`config.mk`:
```
export PLATFORM = sky130hd
export DESIGN_NAME = i2c_baud_gen
export DESIGN_NICKNAME = d
export VERILOG_FILES = /design/src/rtl/i2c_baud_pkg.sv /design/src/rtl/baud_prescaler.sv /design/src/rtl/baud_linear_div.sv /design/src/rtl/scl_phase_fsm.sv /design/src/rtl/baud_fit_search.sv /design/src/rtl/i2c_baud_gen.sv
export SDC_FILE = /design/constraint.sdc
export NUM_CORES = 1
export LEC_CHECK = 0
export ABC_CLOCK_PERIOD_IN_PS = 11300
export BUFFER_PORTS_ARGS = -buffer_cell sky130_fd_sc_hd__clkbuf_2
export CAP_MARGIN = 20
export CORE_AREA = 2 2 183 113
export DETAILED_ROUTE_END_ITERATION = 6
export DIE_AREA = 0 0 185 115
export GPL_ROUTABILITY_DRIVEN = 0
export GPL_TIMING_DRIVEN = 0
export PLACE_DENSITY = 0.71
export SLEW_MARGIN = 25
export SYNTH_ARGS = -nofsm -noshare
export SYNTH_HDL_FRONTEND = slang
export SYNTH_SLANG_ARGS = --single-unit
```
`constraint.sdc`:
```
create_clock -name clk -period 11.3 [get_ports clk]
set_input_delay 2.26 -clock clk [delete_from_list [all_inputs] [get_ports clk]]
set_output_delay 2.26 -clock clk [all_outputs]
set_load 0.01 [all_outputs]
```
`src/rtl/i2c_baud_pkg.sv`:
```
package i2c_baud_pkg;

    localparam int TICKS_PER_SCL = 10;
    localparam int TIDX_W        = 4;

    typedef logic [TIDX_W-1:0] tidx_t;

    localparam tidx_t IDX_HIGH   = tidx_t'(TICKS_PER_SCL / 2);
    localparam tidx_t IDX_LOWEND = tidx_t'(TICKS_PER_SCL / 2 - 1);
    localparam tidx_t IDX_LAST   = tidx_t'(TICKS_PER_SCL - 1);
    localparam tidx_t IDX_CHG    = tidx_t'(TICKS_PER_SCL / 5);
    localparam tidx_t IDX_SMP    = tidx_t'(TICKS_PER_SCL / 2 + TICKS_PER_SCL / 5);

    typedef enum logic [1:0] {
        PH_IDLE,
        PH_LOW,
        PH_HIGH
    } phase_e;

    typedef enum logic [1:0] {
        SR_IDLE,
        SR_SCAN,
        SR_DONE
    } srch_e;

endpackage

```
`src/rtl/baud_prescaler.sv`:
```
module baud_prescaler #(
    parameter int NW = 3,
    localparam int PCW = 1 << NW
) (
    input  logic          clk,
    input  logic          rst_n,
    input  logic          en,
    input  logic [NW-1:0] n_exp,
    output logic          pre_tick
);

    logic [PCW-1:0] pcnt;
    logic [PCW-1:0] lim;
    logic [NW:0]    sh;

    always_comb begin
        sh       = {1'b0, n_exp} + 1'b1;
        lim      = ~({PCW{1'b1}} << sh);
        pre_tick = en && (pcnt == lim);
    end

    always_ff @(posedge clk) begin
        if (!rst_n || !en || pre_tick) begin
            pcnt <= '0;
        end else begin
            pcnt <= pcnt + 1'b1;
        end
    end

    assert_pre_bound_R2: assert property (@(posedge clk) disable iff (!rst_n)
        en |-> (pcnt <= lim));

endmodule

```
`src/rtl/baud_linear_div.sv`:
```
module baud_linear_div #(
    parameter int MW = 4
) (
    input  logic          clk,
    input  logic          rst_n,
    input  logic          en,
    input  logic          pre_tick,
    input  logic [MW-1:0] m_lin,
    output logic          tick
);

    logic [MW-1:0] lcnt;

    assign tick = pre_tick && (lcnt == m_lin);

    always_ff @(posedge clk) begin
        if (!rst_n || !en) begin
            lcnt <= '0;
        end else if (pre_tick) begin
            lcnt <= tick ? '0 : lcnt + 1'b1;
        end
    end

    assert_tick_gap_R2: assert property (@(posedge clk) disable iff (!rst_n)
        tick |=> !tick);

endmodule

```
`src/rtl/scl_phase_fsm.sv`:
```
module scl_phase_fsm
    import i2c_baud_pkg::*;
(
    input  logic clk,
    input  logic rst_n,
    input  logic run,
    input  logic tick,
    output logic cnt_en,
    output logic idle,
    output logic wrap,
    output logic scl_out,
    output logic low_start,
    output logic high_start,
    output logic change_en,
    output logic sample_en
);

    phase_e state, state_nx;
    tidx_t  idx, idx_nx;
    logic   adv, adv_nx;

    always_comb begin
        state_nx = state;
        idx_nx   = idx;
        adv_nx   = 1'b0;
        wrap     = 1'b0;
        unique case (state)
            PH_IDLE: begin
                idx_nx = '0;
                if (run) begin
                    state_nx = PH_LOW;
                    adv_nx   = 1'b1;
                end
            end
            PH_LOW: begin
                if (!run) begin
                    state_nx = PH_IDLE;
                    idx_nx   = '0;
                end else if (tick) begin
                    adv_nx = 1'b1;
                    idx_nx = idx + 1'b1;
                    if (idx == IDX_LOWEND) state_nx = PH_HIGH;
                end
            end
            PH_HIGH: begin
                if (!run) begin
                    state_nx = PH_IDLE;
                    idx_nx   = '0;
                end else if (tick) begin
                    adv_nx = 1'b1;
                    if (idx == IDX_LAST) begin
                        state_nx = PH_LOW;
                        idx_nx   = '0;
                        wrap     = 1'b1;
                    end else begin
                        idx_nx = idx + 1'b1;
                    end
                end
            end
            default: begin
                state_nx = PH_IDLE;
                idx_nx   = '0;
            end
        endcase
    end

    always_ff @(posedge clk) begin
        if (!rst_n) begin
            state <= PH_IDLE;
            idx   <= '0;
            adv   <= 1'b0;
        end else begin
            state <= state_nx;
            idx   <= idx_nx;
            adv   <= adv_nx;
        end
    end

    always_comb begin
        idle       = (state == PH_IDLE);
        cnt_en     = !idle && run;
        scl_out    = (state != PH_LOW);
        low_start  = adv && (state == PH_LOW)  && (idx == '0);
        change_en  = adv && (state == PH_LOW)  && (idx == IDX_CHG);
        high_start = adv && (state == PH_HIGH) && (idx == IDX_HIGH);
        sample_en  = adv && (state == PH_HIGH) && (idx == IDX_SMP);
    end

    assert_wrap_restart_R3: assert property (@(posedge clk) disable iff (!rst_n)
        wrap |=> low_start);

    assert_idx_hold_R3: assert property (@(posedge clk) disable iff (!rst_n)
        (cnt_en && !tick) |=> $stable(idx));

    assert_idle_high_R5: assert property (@(posedge clk) disable iff (!rst_n)
        !run |=> scl_out);

    assert_pulse_excl_R4: assert property (@(posedge clk) disable iff (!rst_n)
        $onehot0({low_start, high_start, change_en, sample_en}));

endmodule

```
`src/rtl/baud_fit_search.sv`:
```
module baud_fit_search
    import i2c_baud_pkg::*;
#(
    parameter int unsigned CORE_HZ = 50_000_000,
    parameter int MW = 4,
    parameter int NW = 3,
    localparam int CW = MW + NW,
    localparam int NM = 1 << MW,
    localparam int RW = $clog2(CORE_HZ + 1)
) (
    input  logic          clk,
    input  logic          rst_n,
    input  logic          go,
    input  logic [RW-1:0] target,
    output logic          busy,
    output logic          done,
    output logic [CW-1:0] best
);

    srch_e state, state_nx;

    logic [RW-1:0] base_rate [NM];
    logic [CW-1:0] cand;
    logic [RW-1:0] tgt_q;
    logic [RW-1:0] best_diff;
    logic [RW-1:0] rate;
    logic [RW-1:0] diff;
    logic [MW-1:0] m_c;
    logic [NW-1:0] n_c;
    logic [NW:0]   sh;
    logic          better;

    for (genvar g = 0; g < NM; g++) begin : g_base
        localparam int unsigned Q = CORE_HZ / (10 * (g + 1));
        assign base_rate[g] = RW'(Q);
    end

    always_comb begin
        n_c    = cand[CW-1 -: NW];
        m_c    = cand[MW-1:0];
        sh     = {1'b0, n_c} + 1'b1;
        rate   = base_rate[m_c] >> sh;
        diff   = (tgt_q >= rate) ? (tgt_q - rate) : (rate - tgt_q);
        better = diff < best_diff;
    end

    always_comb begin
        state_nx = state;
        unique case (state)
            SR_IDLE: if (go) state_nx = SR_SCAN;
            SR_SCAN: if (cand == '1) state_nx = SR_DONE;
            SR_DONE: state_nx = SR_IDLE;
            default: state_nx = SR_IDLE;
        endcase
    end

    always_ff @(posedge clk) begin
        if (!rst_n) state <= SR_IDLE;
        else        state <= state_nx;
    end

    always_ff @(posedge clk) begin
        if (!rst_n) begin
            cand      <= '0;
            tgt_q     <= '0;
            best      <= '0;
            best_diff <= RW'(CORE_HZ);
        end else if (state == SR_IDLE && go) begin
            cand      <= '0;
            tgt_q     <= target;
            best      <= '0;
            best_diff <= RW'(CORE_HZ);
        end else if (state == SR_SCAN) begin
            cand <= cand + 1'b1;
            if (better) begin
                best      <= {m_c, n_c};
                best_diff <= diff;
            end
        end
    end

    always_comb begin
        busy = (state == SR_SCAN);
        done = (state == SR_DONE);
    end

    assert_scan_run_R9: assert property (@(posedge clk) disable iff (!rst_n)
        (busy && cand != '1) |=> busy);

    assert_scan_end_R9: assert property (@(posedge clk) disable iff (!rst_n)
        (busy && cand == '1) |=> (done && !busy));

    assert_done_pulse_R9: assert property (@(posedge clk) disable iff (!rst_n)
        done |=> !done);

    assert_best_hold_R8: assert property (@(posedge clk) disable iff (!rst_n)
        (state == SR_IDLE && !go) |=> $stable(best));

endmodule

```
`src/rtl/i2c_baud_gen.sv`:
```
module i2c_baud_gen
    import i2c_baud_pkg::*;
#(
    parameter int unsigned CORE_HZ = 50_000_000,
    parameter int MW = 4,
    parameter int NW = 3,
    localparam int BW = MW + NW,
    localparam int RW = $clog2(CORE_HZ + 1)
) (
    input  logic          clk,
    input  logic          rst_n,
    input  logic          run,
    input  logic          baud_wr,
    input  logic [BW-1:0] baud_in,
    output logic          scl_out,
    output logic          sample_tick,
    output logic          low_start,
    output logic          high_start,
    output logic          change_en,
    output logic          sample_en,
    input  logic          fit_go,
    input  logic [RW-1:0] fit_target,
    output logic          fit_busy,
    output logic          fit_done,
    output logic [BW-1:0] fit_best
);

    logic [BW-1:0] baud_act;
    logic [BW-1:0] baud_pend;
    logic          pend_vld;
    logic          apply;
    logic          cnt_en;
    logic          idle;
    logic          wrap;
    logic          pre_tick;

    assign apply = pend_vld && (idle || wrap);

    always_ff @(posedge clk) begin
        if (!rst_n) begin
            baud_act  <= '0;
            baud_pend <= '0;
            pend_vld  <= 1'b0;
        end else begin
            if (apply)   baud_act  <= baud_pend;
            if (baud_wr) baud_pend <= baud_in;
            pend_vld <= baud_wr || (pend_vld && !apply);
        end
    end

    baud_prescaler #(.NW(NW)) i_prescaler (
        .clk      (clk),
        .rst_n    (rst_n),
        .en       (cnt_en),
        .n_exp    (baud_act[NW-1:0]),
        .pre_tick (pre_tick)
    );

    baud_linear_div #(.MW(MW)) i_lindiv (
        .clk      (clk),
        .rst_n    (rst_n),
        .en       (cnt_en),
        .pre_tick (pre_tick),
        .m_lin    (baud_act[BW-1:NW]),
        .tick     (sample_tick)
    );

    scl_phase_fsm i_phase (
        .clk        (clk),
        .rst_n      (rst_n),
        .run        (run),
        .tick       (sample_tick),
        .cnt_en     (cnt_en),
        .idle       (idle),
        .wrap       (wrap),
        .scl_out    (scl_out),
        .low_start  (low_start),
        .high_start (high_start),
        .change_en  (change_en),
        .sample_en  (sample_en)
    );

    baud_fit_search #(.CORE_HZ(CORE_HZ), .MW(MW), .NW(NW)) i_search (
        .clk    (clk),
        .rst_n  (rst_n),
        .go     (fit_go),
        .target (fit_target),
        .busy   (fit_busy),
        .done   (fit_done),
        .best   (fit_best)
    );

    assert_baud_hold_R6: assert property (@(posedge clk) disable iff (!rst_n)
        !(idle || wrap) |=> $stable(baud_act));

    assert_baud_idle_R7: assert property (@(posedge clk) disable iff (!rst_n)
        (idle && pend_vld) |=> (baud_act == $past(baud_pend)));

endmodule

```
==> flow_summary.ini <==
[outcome]
status = completed

[yosys]
ys_types = 75
syn-cell-area_sq_um = 8690
synth_top_area_cell = dfxtp_1
syn-mean-instance-area_sq_um = 7.71
synthCells = 1127
synth_flop_cell = dfxtp_1
synth-async-reset-ratio_pct = 0
ys_ff_latch = 102
seq_area_frac_synth_pct = 23.5
synth_top_cell_area_share_pct = 23.5
yosys.cell_count.top_type = nand2_1
synth_nets = 1258
ys_top_cells_by_count = nand2_1, dfxtp_1, o21ai_0
ys.warnings.count = 0
ys_top_cells_by_area = dfxtp_1, ha_1, nand2_1
synth_edf_count = 0

[grt]
antenna_found_initial = 0
grt_pass1_vias = 7652
grt_pass1_wl_microns = 40100
grt_max_degree = 19
gr-usage-all-layers_pct = 23.7
grt-ovfl-total = 0

[worst_setup_path]
cp.depth = 30
arrival_ns = 8.63
start_kind = flop
reg2reg_depth = 30
timing.rr.end = i_search.best_diff[6]
cp_top_family = compound AO/OA/AOI/OAI gates
rrSetupSlack_ns = 2.93
crit_type = flop to flop
worstPathRequired_ns = 11.55
max_stage_delay_ns = 0.66
crit_fanout = 10
worstReg2RegStart = i_search.cand[0]
crit_slowest_cell = o31ai_2
crit_buf_inv = 7
cp-end-kind = flop
cp-startpoint = i_search.cand[0]

[die]
fp.coreArea_sq_um = 19600
die_h_microns = 115
ios = 53
rows = 40
die_w_microns = 185
initial_core_util_pct = 44.3
fp.dieArea_sq_um = 21300

[power]
leakagePower_nw = 3.95
ir_drop_mv = 0.103
powerDensity_nw_per_um2 = 146

[job]
maxCapViolCount = 0

[hold_path]
hold_class = flop to flop
whs_path_depth = 2
min_from = i_search.best[0]
hold_end = i_search.best[0]

[detailed_routing]
avgRoutedWirePerCell_microns = 17.0
via_per_inst = 5.74
remaining_drc_errors = 0
routed_wl_microns = 24900
dr_total_vias = 8416
drt_iter0_drc = 862
dr.pass1.iters = 5
ant_nets = 0

[clock_network]
cts_setup_buffers = 0
cts_buffers = 9
insertion_delay_ns = 0.37
cts_root_buf = clkbuf_16
clockBufferDepth = 2
htree_num_levels = 3
cts_hold_repair.buffers = 0
cts_resized = 0
tritoncts = built
cts.reportedPaths.clkPinSlew_ns = 0.08
cts_num_sinks = 102

[final_layout]
area_growth_pct = 10.2
n_fill_cell = 1952
final_area_sq_um = 9580
drive_gt1_share_pct = 11.5
instances_no_fill = 1467
multi_input_comb_area_sq_um = 6040
antenna_cells = 0
utilization_pct = 48.8
regArea_sq_um = 2040
nets = 1320

[sta]
fin_tns_setup_ns = 0
hold_violations = 0
skew_ns = 0.0126
tightest_slew_ns = 1.08
setup_viol_count_final = 0
rsz0062_at_grt = false
relSlewSlack_pct = 27.7
fin_crit_sh_pct = 74.1
slew_viol_final = 0
fmax_mhz = 119
min_period_ns = 8.37

[place]
place_inst = 1451
portBuffers = 51
dpl_cell_area_sq_um = 9290
hpwl_microns = 19700
where the power goes:
| part | switching, mW | leakage, nW | internal, mW | total (mW) |
|---|---|---|---|---|
| Combinational | 0.413 | 2.98 | 0.252 | 0.665 |
| Clock | 0.156 | 0.143 | 0.160 | 0.316 |
| Sequential | 0.0211 | 0.832 | 0.396 | 0.417 |
| Total | 0.590 | 3.95 | 0.808 | 1.40 |
placed cells by master, fill, tap and decap left out, drive strengths merged, types with 25 or more instances in the layout:
| cell | instances |
|---|---|
| nor2b | 26 |
| nor2 | 80 |
| nand3 | 25 |
| buf | 27 |
| dfxtp | 102 |
| a21o | 30 |
| ha | 91 |
| o21ai | 94 |
| mux2i | 40 |
| nand2 | 127 |
| clkbuf | 104 |
| a21oi | 73 |
| inv | 82 |
cells by family after synthesis:
group / Yosys count / synth area share, %
xor gates and xnor gates: 42 / 4.23
and+or+nand+nor: 348 / 19.4
buffers and inverters: 150 / 7.02
adders and majority gates: 93 / 13.6
muxes: 53 / 6.51
AOI/OAI and AO/OA: 339 / 25.8
DFF: 102 / 23.5
worst max-delay path by stage:
stage	endpoint
2_1_floorplan	i_search.best_diff[8]
3_3_place_gp	i_search.best_diff[11]
3_5_place_dp	i_search.best_diff[2]
4_1_cts	i_search.best_diff[2]
5_1_grt	i_search.best[6]
6_report	i_search.best_diff[6]
flip-flops by register name (all words and copies together) (netlist names):
register and flops:
baud_act 7, baud_pend 7, i_lindiv.lcnt 4, i_phase.adv 1, i_phase.idx 4, i_phase.state 2, i_prescaler.pcnt 8, i_search.best 7
i_search.best_diff 26, i_search.cand 7, i_search.state 2, i_search.tgt_q 26, pend_vld 1
worst register-to-register path: cells and delay by family, from the launching register on:
| kind | cells | cell delay (ns) |
|---|---|---|
| xor+xnor | 1 | 0.19 |
| buf+inv | 7 | 1.96 |
| mux | 3 | 0.64 |
| simple gates | 4 | 0.84 |
| compound gates | 12 | 3.32 |
| flops | 1 | 0.38 |
| fa+ha+maj | 3 | 0.95 |
cell type report:
type	count	share of cell area, %
plain buffers	70	3.24
inverters	80	3.13
flip-flops and latches	102	21.3
clock buffers	10	2.49
multi-input cells	875	63.0
repair buffers	51	2.66
clock inverters	6	0.549
well taps	273	3.57
metal layers:
layer	up-vias	wire, microns	share of wire, %	GRT usage (%)
li1	4110	-	-	-
met1	3903	12600	50	36.7
met2	383	9800	39	33.7
met3	20	2380	9.6	5.19
met4	0	182	0.73	3.39
met5	-	0	0	1.11
metrics by stage:
step	power (mW)	hold slack [ns]	worst slack [ns]
2_1_floorplan	0.891	0.432	4.70
3_3_place_gp	1.05	0.440	3.28
3_5_place_dp	1.06	0.449	3.24
4_1_cts	1.38	0.459	3.15
5_1_grt	1.49	0.479	2.49
6_report	1.40	0.455	2.93
No activity file was read; power rests on OpenSTA's default activity.
